$ cat config.mk
export PLATFORM = sky130hd
export DESIGN_NAME = wdt_top
export DESIGN_NICKNAME = d
export VERILOG_FILES = /design/src/rtl/wdt_pkg.sv /design/src/rtl/wdt_key_fsm.sv /design/src/rtl/wdt_tick_src.sv /design/src/rtl/wdt_cnt_dom.sv /design/src/rtl/wdt_top.sv
export SDC_FILE = /design/constraint.sdc
export NUM_CORES = 1
export LEC_CHECK = 0
export ABC_AREA = 1
export BUFFER_PORTS_ARGS = -buffer_cell sky130_fd_sc_hd__buf_4
export CAP_MARGIN = 20
export CELL_PAD_IN_SITES_DETAIL_PLACEMENT = 1
export CELL_PAD_IN_SITES_GLOBAL_PLACEMENT = 2
export CORE_ASPECT_RATIO = 0.75
export CORE_MARGIN = 4
export CORE_UTILIZATION = 36
export DETAILED_ROUTE_END_ITERATION = 6
export MAX_ROUTING_LAYER = met4
export PLACE_DENSITY = 0.88
export SLEW_MARGIN = 20
export SYNTH_ARGS = -nofsm -noshare
export SYNTH_HDL_FRONTEND = slang
export SYNTH_HIERARCHICAL = 1
export SYNTH_SLANG_ARGS = --single-unit
$ cat constraint.sdc
create_clock -name clk_i -period 3.4 [get_ports clk_i]
set_clock_uncertainty 0.15 [all_clocks]
set_input_delay 0.34 -clock clk_i [delete_from_list [all_inputs] [get_ports clk_i]]
set_output_delay 0.34 -clock clk_i [all_outputs]
set_load 0.01 [all_outputs]
$ cat src/rtl/wdt_pkg.sv
package wdt_pkg;
    localparam int CTRL_W = 5;
    localparam int CB_EN    = 0;
    localparam int CB_SRC   = 1;
    localparam int CB_ALLOW = 2;

    localparam logic [2:0] A_CTRL    = 3'd0;
    localparam logic [2:0] A_TOUT_HI = 3'd1;
    localparam logic [2:0] A_TOUT_LO = 3'd2;
    localparam logic [2:0] A_PRESC   = 3'd3;
    localparam logic [2:0] A_UNLOCK  = 3'd4;
    localparam logic [2:0] A_REFRESH = 3'd5;
    localparam logic [2:0] A_CNT_HI  = 3'd6;
    localparam logic [2:0] A_CNT_LO  = 3'd7;

    localparam logic [15:0] UNL_KEY1 = 16'hC520;
    localparam logic [15:0] UNL_KEY2 = 16'hD928;
    localparam logic [15:0] REF_KEY1 = 16'hA602;
    localparam logic [15:0] REF_KEY2 = 16'hB480;

    typedef enum logic [1:0] {LK_LOCKED, LK_HALF, LK_OPEN} lk_state_e;
    typedef enum logic {RF_IDLE, RF_ARMED} rf_state_e;
endpackage

$ cat src/rtl/wdt_key_fsm.sv
module wdt_key_fsm import wdt_pkg::*; #(
    parameter int UNL_GAP  = 20,
    parameter int OPEN_CYC = 64
) (
    input  logic        clk_i,
    input  logic        rst_ni,
    input  logic        wr_i,
    input  logic [2:0]  addr_i,
    input  logic [15:0] wdata_i,
    output logic        cfg_open_o,
    output logic        ref_acc_o,
    output logic        fault_o
);
    localparam int GW = $clog2(UNL_GAP + 1);
    localparam int OW = $clog2(OPEN_CYC + 1);

    lk_state_e lk_q, lk_d;
    rf_state_e rf_q, rf_d;
    logic [GW-1:0] gap_q, gap_d;
    logic [OW-1:0] open_q, open_d;
    logic unl_wr, ref_wr, fault_w;

    assign unl_wr = wr_i && (addr_i == A_UNLOCK);
    assign ref_wr = wr_i && (addr_i == A_REFRESH);

    always_ff @(posedge clk_i or negedge rst_ni) begin
        if (!rst_ni) begin
            lk_q   <= LK_LOCKED;
            rf_q   <= RF_IDLE;
            gap_q  <= '0;
            open_q <= '0;
        end else begin
            lk_q   <= lk_d;
            rf_q   <= rf_d;
            gap_q  <= gap_d;
            open_q <= open_d;
        end
    end

    always_comb begin
        lk_d    = lk_q;
        gap_d   = gap_q;
        open_d  = open_q;
        fault_w = 1'b0;
        unique case (lk_q)
            LK_LOCKED: begin
                if (unl_wr) begin
                    if (wdata_i == UNL_KEY1) begin
                        lk_d  = LK_HALF;
                        gap_d = GW'(1);
                    end else begin
                        fault_w = 1'b1;
                    end
                end
            end
            LK_HALF: begin
                if (unl_wr) begin
                    if (wdata_i == UNL_KEY2) begin
                        lk_d   = LK_OPEN;
                        open_d = OW'(1);
                    end else begin
                        lk_d    = LK_LOCKED;
                        fault_w = 1'b1;
                    end
                end else if (gap_q == GW'(UNL_GAP)) begin
                    lk_d    = LK_LOCKED;
                    fault_w = 1'b1;
                end else begin
                    gap_d = gap_q + GW'(1);
                end
            end
            LK_OPEN: begin
                if (unl_wr) begin
                    if (wdata_i == UNL_KEY1) begin
                        lk_d  = LK_HALF;
                        gap_d = GW'(1);
                    end else begin
                        lk_d    = LK_LOCKED;
                        fault_w = 1'b1;
                    end
                end else if (open_q == OW'(OPEN_CYC)) begin
                    lk_d = LK_LOCKED;
                end else begin
                    open_d = open_q + OW'(1);
                end
            end
            default: lk_d = LK_LOCKED;
        endcase

        rf_d = rf_q;
        if (ref_wr) begin
            rf_d = (wdata_i == REF_KEY1) ? RF_ARMED : RF_IDLE;
        end
    end

    always_comb begin
        cfg_open_o = (lk_q == LK_OPEN);
        ref_acc_o  = (rf_q == RF_ARMED) && ref_wr && (wdata_i == REF_KEY2);
        fault_o    = fault_w;
    end
endmodule

$ cat src/rtl/wdt_tick_src.sv
module wdt_tick_src #(
    parameter int PRE_W    = 3,
    parameter int LPO_SYNC = 2
) (
    input  logic             clk_i,
    input  logic             rst_ni,
    input  logic             lpo_i,
    input  logic             src_bus_i,
    input  logic [PRE_W-1:0] presc_i,
    output logic             tick_o
);
    logic [LPO_SYNC:0] sh_q;
    logic [PRE_W-1:0]  pc_q;
    logic              rise_w, src_w;

    always_ff @(posedge clk_i or negedge rst_ni) begin
        if (!rst_ni) sh_q <= '0;
        else         sh_q <= {sh_q[LPO_SYNC-1:0], lpo_i};
    end

    assign rise_w = sh_q[LPO_SYNC-1] & ~sh_q[LPO_SYNC];
    assign src_w  = src_bus_i | rise_w;
    assign tick_o = src_w && (pc_q >= presc_i);

    always_ff @(posedge clk_i or negedge rst_ni) begin
        if (!rst_ni)    pc_q <= '0;
        else if (src_w) pc_q <= tick_o ? '0 : pc_q + PRE_W'(1);
    end
endmodule

$ cat src/rtl/wdt_cnt_dom.sv
module wdt_cnt_dom #(
    parameter int CNT_W  = 32,
    parameter int SYNC_N = 2
) (
    input  logic             clk_i,
    input  logic             rst_ni,
    input  logic             tick_i,
    input  logic             en_i,
    input  logic             halt_i,
    input  logic [CNT_W-1:0] tout_i,
    input  logic             ref_acc_i,
    output logic [CNT_W-1:0] cnt_o,
    output logic             pend_o,
    output logic             expired_o
);
    localparam int SW = $clog2(SYNC_N + 1);

    logic [CNT_W-1:0] cnt_q;
    logic [SW-1:0]    stage_q;
    logic             pend_q, land_w;

    assign land_w = pend_q && tick_i && (stage_q == SW'(SYNC_N - 1));

    always_ff @(posedge clk_i or negedge rst_ni) begin
        if (!rst_ni) begin
            pend_q  <= 1'b0;
            stage_q <= '0;
        end else if (ref_acc_i) begin
            pend_q  <= 1'b1;
            stage_q <= '0;
        end else if (pend_q && tick_i) begin
            if (land_w) pend_q  <= 1'b0;
            else        stage_q <= stage_q + SW'(1);
        end
    end

    always_ff @(posedge clk_i or negedge rst_ni) begin
        if (!rst_ni)                cnt_q <= '0;
        else if (!en_i)             cnt_q <= '0;
        else if (land_w)            cnt_q <= '0;
        else if (tick_i && !halt_i) cnt_q <= cnt_q + CNT_W'(1);
    end

    assign expired_o = en_i && tick_i && !land_w && !halt_i &&
                       (({1'b0, cnt_q} + (CNT_W+1)'(1)) >= {1'b0, tout_i});
    assign cnt_o  = cnt_q;
    assign pend_o = pend_q;
endmodule

$ cat src/rtl/wdt_top.sv
module wdt_top import wdt_pkg::*; #(
    parameter int          CNT_W    = 32,
    parameter logic [31:0] TOUT_RST = 32'h0000_0100,
    parameter int          PRE_W    = 3,
    parameter int          UNL_GAP  = 20,
    parameter int          OPEN_CYC = 64,
    parameter int          SYNC_N   = 2,
    parameter int          LPO_SYNC = 2
) (
    input  logic        clk_i,
    input  logic        rst_ni,
    input  logic        lpo_i,
    input  logic        bus_wr_i,
    input  logic        bus_rd_i,
    input  logic [2:0]  bus_addr_i,
    input  logic [15:0] bus_wdata_i,
    output logic [15:0] bus_rdata_o,
    output logic        wdt_rst_req_o
);
    localparam int HI_W = CNT_W - 16;

    logic [CTRL_W-1:0] ctrl_q;
    logic [CNT_W-1:0]  tout_q, cnt_w;
    logic [PRE_W-1:0]  presc_q;
    logic [15:0]       rdata_q;
    logic [HI_W-1:0]   hold_q;
    logic req_q, cfg_open, ref_acc, key_fault, tick, expired, pend_w, cfg_we;

    wdt_key_fsm #(.UNL_GAP(UNL_GAP), .OPEN_CYC(OPEN_CYC)) u_keys (
        .clk_i(clk_i), .rst_ni(rst_ni), .wr_i(bus_wr_i), .addr_i(bus_addr_i),
        .wdata_i(bus_wdata_i), .cfg_open_o(cfg_open), .ref_acc_o(ref_acc),
        .fault_o(key_fault));

    wdt_tick_src #(.PRE_W(PRE_W), .LPO_SYNC(LPO_SYNC)) u_tick (
        .clk_i(clk_i), .rst_ni(rst_ni), .lpo_i(lpo_i),
        .src_bus_i(ctrl_q[CB_SRC]), .presc_i(presc_q), .tick_o(tick));

    wdt_cnt_dom #(.CNT_W(CNT_W), .SYNC_N(SYNC_N)) u_cnt (
        .clk_i(clk_i), .rst_ni(rst_ni), .tick_i(tick), .en_i(ctrl_q[CB_EN]),
        .halt_i(req_q), .tout_i(tout_q), .ref_acc_i(ref_acc), .cnt_o(cnt_w),
        .pend_o(pend_w), .expired_o(expired));

    assign cfg_we = bus_wr_i && cfg_open && ctrl_q[CB_ALLOW] && (bus_addr_i <= A_PRESC);

    always_ff @(posedge clk_i or negedge rst_ni) begin
        if (!rst_ni) begin
            ctrl_q  <= CTRL_W'(5);
            tout_q  <= CNT_W'(TOUT_RST);
            presc_q <= '0;
            rdata_q <= '0;
            hold_q  <= '0;
            req_q   <= 1'b0;
        end else begin
            if (cfg_we) begin
                case (bus_addr_i)
                    A_CTRL:    ctrl_q              <= bus_wdata_i[CTRL_W-1:0];
                    A_TOUT_HI: tout_q[CNT_W-1:16]  <= bus_wdata_i[HI_W-1:0];
                    A_TOUT_LO: tout_q[15:0]        <= bus_wdata_i;
                    A_PRESC:   presc_q             <= bus_wdata_i[PRE_W-1:0];
                    default: ;
                endcase
            end
            if (bus_rd_i) begin
                case (bus_addr_i)
                    A_CTRL:    rdata_q <= {{(16-CTRL_W){1'b0}}, ctrl_q};
                    A_TOUT_HI: rdata_q <= 16'(tout_q[CNT_W-1:16]);
                    A_TOUT_LO: rdata_q <= tout_q[15:0];
                    A_PRESC:   rdata_q <= {{(16-PRE_W){1'b0}}, presc_q};
                    A_CNT_HI:  rdata_q <= 16'(hold_q);
                    A_CNT_LO: begin
                        rdata_q <= cnt_w[15:0];
                        hold_q  <= cnt_w[CNT_W-1:16];
                    end
                    default:   rdata_q <= '0;
                endcase
            end
            req_q <= req_q | key_fault | expired;
        end
    end

    assign bus_rdata_o   = rdata_q;
    assign wdt_rst_req_o = req_q;
endmodule

==> results_dict.tcl, run 1 <==
set metrics [dict create \
    ios 41 \
    r2r_cells 18 \
    drive_above_1_share 0.134 \
    avgSynthCellArea_um2 7.33 \
    fin_crit_sh 0.923 \
    worstSetupEndpointType "flop" \
    synth_nets 1187 \
    cp_data_arrival_time_ns 3.30 \
    cpMaxStageDelayCell "dfrtp_1" \
    final_cell_count_no_fill 1477 \
    start_kind "flop" \
    area_delta_synth_final_pct 15.9 \
    seq_area_frac_synth 0.395 \
    drv_cap 0 \
    cp_top_family "simple AND/OR/NAND/NOR gates" \
    vias 7356 \
    synth_edf_count 0 \
    route.detailed.drc 0 \
    outcome "complete, no violations" \
    cts_buffer_depth 2 \
    synthCells 1117 \
    start_util 0.368 \
    die-area_um2 25200 \
    ys.flop_type "dfrtp_1" \
    io_buffers 40 \
    cts_tree "built" \
    min_path_cells 4 \
    netlist_area_um2 8180 \
    max_slew.worst_pin.slew_ns 0.646 \
    vias_per_cell 4.98 \
    grt_pass1_vias 7594 \
    design_area_um2 9490 \
    finalCriticalPeriod_ns 3.14 \
    cts-root-buf "clkbuf_16" \
    grt_overflow 0 \
    hold_path.class "input pin to flop" \
    crit_required_ns 3.56 \
    dr.pass1.iters 5 \
    slew_headroom 0.569 \
    grt_pass1_wl_um 42900 \
    antenna_found_initial 0 \
    setup-tns-final_ns 0 \
    setup_slack_ns 0.260 \
    finalPower_mw 3.70 \
    htreeDepth 4 \
    maxSlewViolCount 0 \
    setup_viol 0 \
    yosysWarnings 6 \
    cp_slowest_stage_delay_ns 0.45 \
    cp_cell_sequence "nand2_1, nor3_1, nand4_1, nor2_2, nand3_1, nand2_1, inv_1, ha_1, nand2_1, nor2_1, nand3_1, nand3b_1, nand2_1, nor2_1, nand3_1, nand2_1, inv_1, or3_1" \
    leakage_nw 4.92 \
    std_cell_rows 47 \
    dp_slack_ns 0.208 \
    coreArea_um2 22200 \
    synth-async-reset-ratio 1.00 \
    final_cell_mix "nand2_1, inv_1, dfrtp_1" \
    final_nets 1241 \
    crit_path_frequent_cell "nand2_1" \
    post_cts_buffers 0 \
    fmaxAchievable_mhz 318 \
    critPathBufInv 2 \
    clock_latency_ns 0.43 \
    wl_um 26500 \
    vdd_ir_drop_max_mv 0.276 \
    cts_inserted_buffers 17 \
    ant_nets 0 \
    finalHoldViolCount 0 \
    ys_ff_latch 129 \
    dpl.hpwl_um 20500 \
    worst-path-stages 18 \
    holdWs_ns 0.0536 \
    rsz0062_at_grt "no" \
    grtUsageTotal 0.222 \
    gp_congestion 0.891 \
    clkTransAtPathRegs_ns 0.06 \
    ys_types 48 \
    crit_type "flop to flop" \
    power_density_nw_per_um2 390 \
    final_common_cell "nand2_1" \
    dpl.cell_count 1444 \
    die_h_um 139 \
    place_area_um2 8870 \
    drt_iter0_drc 548 \
    grt_max_degree 68 \
    path_max_fanout 4 \
    wire_per_inst_um 17.9 \
    antenna_cells 0 \
    clock-sinks 129 \
    utilization 0.427 \
    die_w_um 182 \
]
[registers in the layout (all words and copies together) (netlist names)]
name	cells
tout_q	32
u_cnt/cnt_o	32
bus_rdata_o	16
hold_q	16
u_keys/open_q	7
ctrl_q	5
u_keys/gap_q	5
presc_q	3
u_tick/pc_q	3
u_tick/sh_q	3
u_cnt/stage_q	2
u_keys/lk_q	2
u_cnt/pend_o	1
u_keys/rf_q	1
wdt_rst_req_o	1
[layer usage]
metal | wire length (um) | share of wire | vias up | track usage
met4 | 295 | 0.011 | 0 | 0.0533
met1 | 14000 | 0.53 | 3528 | 0.334
met3 | 1500 | 0.057 | 22 | 0.0532
met2 | 10700 | 0.40 | 155 | 0.300
li1 | - | - | 3651 | -
met5 | 0 | 0 | - | -
[worst paths after layout]
kind / from / to / slack [ns]
max in group asynchronous: rst_ni / u_cnt/stage_q[1]$_DFFE_PN0P_ / 1.99
worst max register to register: u_cnt/cnt_o[12]$_DFFE_PN0P_ / wdt_rst_req_o$_DFF_PN0_ / 0.26
min in group asynchronous: rst_ni / u_tick/pc_q[2]$_DFFE_PN0P_ / 0.34
worst min register to register: u_tick/sh_q[0]$_DFF_PN0_ / u_tick/sh_q[1]$_DFF_PN0_ / 0.20
worst min-delay path: bus_wdata_i[0] / u_keys/rf_q$_DFFE_PN0N_ / 0.05
worst max-delay path: u_cnt/cnt_o[12]$_DFFE_PN0P_ / wdt_rst_req_o$_DFF_PN0_ / 0.26
[worst min-delay path: cells and delay by family]
kind / cells / cell delay (ns)
buffers and inverters: 1 / 0.10
AND/OR/NAND/NOR: 3 / 0.15
[synthesized netlist by cell type, drive strengths merged, types with 2 or more instances]
library cell,count,share of area
ha,46,0.070
or2,3,0.0023
dfrtp,126,0.39
inv,185,0.085
nand3,60,0.041
xor2,19,0.021
o22ai,17,0.013
nor3,14,0.012
buf,17,0.012
nand2,346,0.17
o21bai,2,0.0018
a21oi,30,0.022
clkbuf,9,0.0046
dfstp,3,0.0096
o21ai,85,0.052
nand3b,2,0.0018
nor2,108,0.064
and2,2,0.0015
nand4,32,0.025
[repair_timing]
action | CTS | global route
hold buffers | 2 | 0
resized for setup | 0 | 4
endpoints found under the hold margin | 66 | 0
endpoints found under the setup margin | 0 | 1
[logic make-up (layout without fill, tap and decap cells)]
kind of cell	after synthesis	after routing	share of synthesized area
flops	129	129	0.395
fa+ha+maj	46	46	0.0703
xor+xnor	20	20	0.0223
buf+inv	211	277	0.102
simple gates	571	571	0.317
compound gates	140	140	0.0939
[power by group]
group | switching [mW] | total, mW | internal [mW]
registers | 0.0231 | 1.61 | 1.59
clock network | 0.744 | 1.84 | 1.09
logic | 0.171 | 0.254 | 0.0827
total | 0.938 | 3.70 | 2.77
[area by class of cell]
cell class | instances | area (um^2)
Clock buffer | 18 | 439
Clock inverter | 13 | 138
Fill cell | 2808 | 12700
Inverter | 185 | 697
Multi-Input combinational cell | 777 | 4130
Sequential cell | 129 | 3230
Tap cell | 294 | 368
Timing Repair Buffer | 61 | 479
No activity file was read; power rests on OpenSTA's default activity.
==> run 2: changes to the inputs <==
--- a/config.mk
+++ b/config.mk
@@ -16,6 +16,7 @@
 export DETAILED_ROUTE_END_ITERATION = 6
 export MAX_ROUTING_LAYER = met4
 export PLACE_DENSITY = 0.88
+export RECOVER_POWER = 25
 export SLEW_MARGIN = 20
 export SYNTH_ARGS = -nofsm -noshare
 export SYNTH_HDL_FRONTEND = slang
==> results_dict.tcl, run 2 (same netlist as run 1, synthesis figures left out) <==
set metrics [dict create \
    outcome "finished, violations left" \
    violations "capacitance limit, slew limit" \
    crit_path_frequent_cell "nand2_1" \
    leakage_nw 4.92 \
    final_nets 1241 \
    die_w_um 182 \
    maxSlewViolCount 67 \
    clock-sinks 129 \
    final_cell_count_no_fill 1477 \
    final_cell_mix "nand2_1, inv_1, dfrtp_1" \
    grt_pass1_wl_um 42900 \
    io_buffers 40 \
    wire_per_inst_um 17.9 \
    path_max_fanout 4 \
    clock_latency_ns 0.43 \
    p_int_mw 2.76 \
    std_cell_rows 47 \
    slew_headroom -0.169 \
    clkTransAtPathRegs_ns 0.06 \
    cp_cell_sequence "nand2_1, nor3_1, nand4_1, nor2_2, nand3_1, nand2_1, inv_1, ha_1, nand2_1, nor2_1, nand3_1, nand3b_1, nand2_1, nor2_1, nand3_1, nand2_1, inv_1, or3_1" \
    setup-tns-final_ns 0 \
    hold_path_end "u_keys/rf_q$_DFFE_PN0N_" \
    grt_overflow 0 \
    antenna_cells 0 \
    dp_slack_ns 0.208 \
    setup_slack_ns 0.266 \
    switching_share 0.253 \
    cp_slowest_stage_delay_ns 0.45 \
    top_layer "met4" \
    fin_crit_sh 0.922 \
    vdd_ir_drop_max_mv 0.275 \
    die-area_um2 25200 \
    cts_inserted_buffers 17 \
    cp_top_family "simple AND/OR/NAND/NOR gates" \
    r2r_cells 18 \
    ios 41 \
    drt-met1-wl_um 14000 \
    cp_data_arrival_time_ns 3.29 \
    die_h_um 139 \
    power_density_nw_per_um2 391 \
    grt_max_degree 68 \
    dpl.hpwl_um 20500 \
    crit_type "flop to flop" \
    p_seq_frac 0.436 \
    p_sw_mw 0.937 \
    antenna_found_initial 0 \
    reg2reg_from "u_cnt/cnt_o[12]$_DFFE_PN0P_" \
    min_path_cells 4 \
    wl_um 26500 \
    route.detailed.drc 0 \
    dr.pass1.iters 5 \
    utilization 0.426 \
    max_slew.worst_pin.slew_ns 1.75 \
    cpMaxStageDelayCell "dfrtp_1" \
    drive_above_1_share 0.133 \
    cts_buffer_depth 2 \
    post_cts_buffers 0 \
    worstSetupEndpointType "flop" \
    dr_wl_met3_um 1480 \
    rr_endpoint "wdt_rst_req_o$_DFF_PN0_" \
    final_common_cell "nand2_1" \
    hold_path.class "input pin to flop" \
    cts_tree "built" \
    htreeDepth 4 \
    gp_congestion 0.891 \
    met2WireLength_um 10700 \
    coreArea_um2 22200 \
    setup_viol 0 \
    ant_nets 0 \
    grtUsageTotal 0.222 \
    crit_required_ns 3.56 \
    rsz0062_at_grt "no" \
    cts-root-buf "clkbuf_16" \
    vias 7373 \
    vias_per_cell 4.99 \
    drv_cap 1 \
    critPathBufInv 2 \
    clkPwrFrac 0.496 \
    finalHoldViolCount 0 \
    start_kind "flop" \
    worstHoldStart "bus_wdata_i[0]" \
    start_util 0.368 \
    reg2reg_slack_ns 0.27 \
    fmaxAchievable_mhz 319 \
    grt_pass1_vias 7594 \
    area_delta_synth_final_pct 15.8 \
    finalPower_mw 3.70 \
    combPwrFrac 0.068 \
    finalCriticalPeriod_ns 3.13 \
    dpl.cell_count 1444 \
    drt_iter0_drc 548 \
]
[run 2: per-layer routing]
layer	GRT usage	up-vias
li1	-	3650
met1	0.334	3544
met2	0.300	155
met3	0.0532	24
met4	0.0533	0
met5	-	-
[run 2: cell type report]
type	count	area (um^2)
Timing Repair Buffer	61	469
Multi-Input combinational cell	777	4130
Clock buffer	18	439
Sequential cell	129	3230
Tap cell	294	368
Fill cell	2808	12800
Inverter	185	697
Clock inverter	13	138
[run 2: worst register-to-register path: cells and delay by family, from the launching register on]
| kind | cells | cell delay [ns] |
|---|---|---|
| buffers and inverters | 2 | 0.09 |
| adder cells (fa/ha/maj) | 1 | 0.27 |
| AND/OR/NAND/NOR | 15 | 2.07 |
| flip-flops | 1 | 0.45 |
[run 2: power by group through the flow]
stage               clock, mW  combinational (mW)  sequential (mW)
floorplan                   0               0.128             1.64
global placement            0               0.247             1.64
detailed placement          0               0.254             1.64
CTS                      1.88               0.259             1.61
global route             1.95               0.284             1.62
finish                   1.84               0.253             1.61
[run 2: worst max path at each step]
stage / slack (ns) / start / cells past startpoint / to
after floorplan: 0.62 / u_cnt/cnt_o[0]$_DFFE_PN0P_ / 19 / wdt_rst_req_o$_DFF_PN0_
after global placement: 0.28 / u_cnt/cnt_o[0]$_DFFE_PN0P_ / 19 / wdt_rst_req_o$_DFF_PN0_
after detailed placement: 0.21 / u_cnt/cnt_o[0]$_DFFE_PN0P_ / 17 / wdt_rst_req_o$_DFF_PN0_
after CTS: 0.19 / u_cnt/cnt_o[0]$_DFFE_PN0P_ / 17 / wdt_rst_req_o$_DFF_PN0_
after global routing: 0.02 / u_cnt/cnt_o[1]$_DFFE_PN0P_ / 18 / wdt_rst_req_o$_DFF_PN0_
final: 0.27 / u_cnt/cnt_o[12]$_DFFE_PN0P_ / 18 / wdt_rst_req_o$_DFF_PN0_
[run 2: repair_timing]
item                                    CTS  global route
gates resized for setup                   0             4
endpoints found under the setup margin    0             1
hold buffers                              2             0
hold endpoints to repair                 66             0
[run 2: through the flow]
step           hold slack [ns]  instance area, um^2
3_5_place_dp             0.187                 8870
3_3_place_gp             0.185                 8870
5_1_grt                 0.0428                 9480
6_report                0.0552                 9480
4_1_cts                 0.0354                 9470
2_1_floorplan           -0.106                 8180
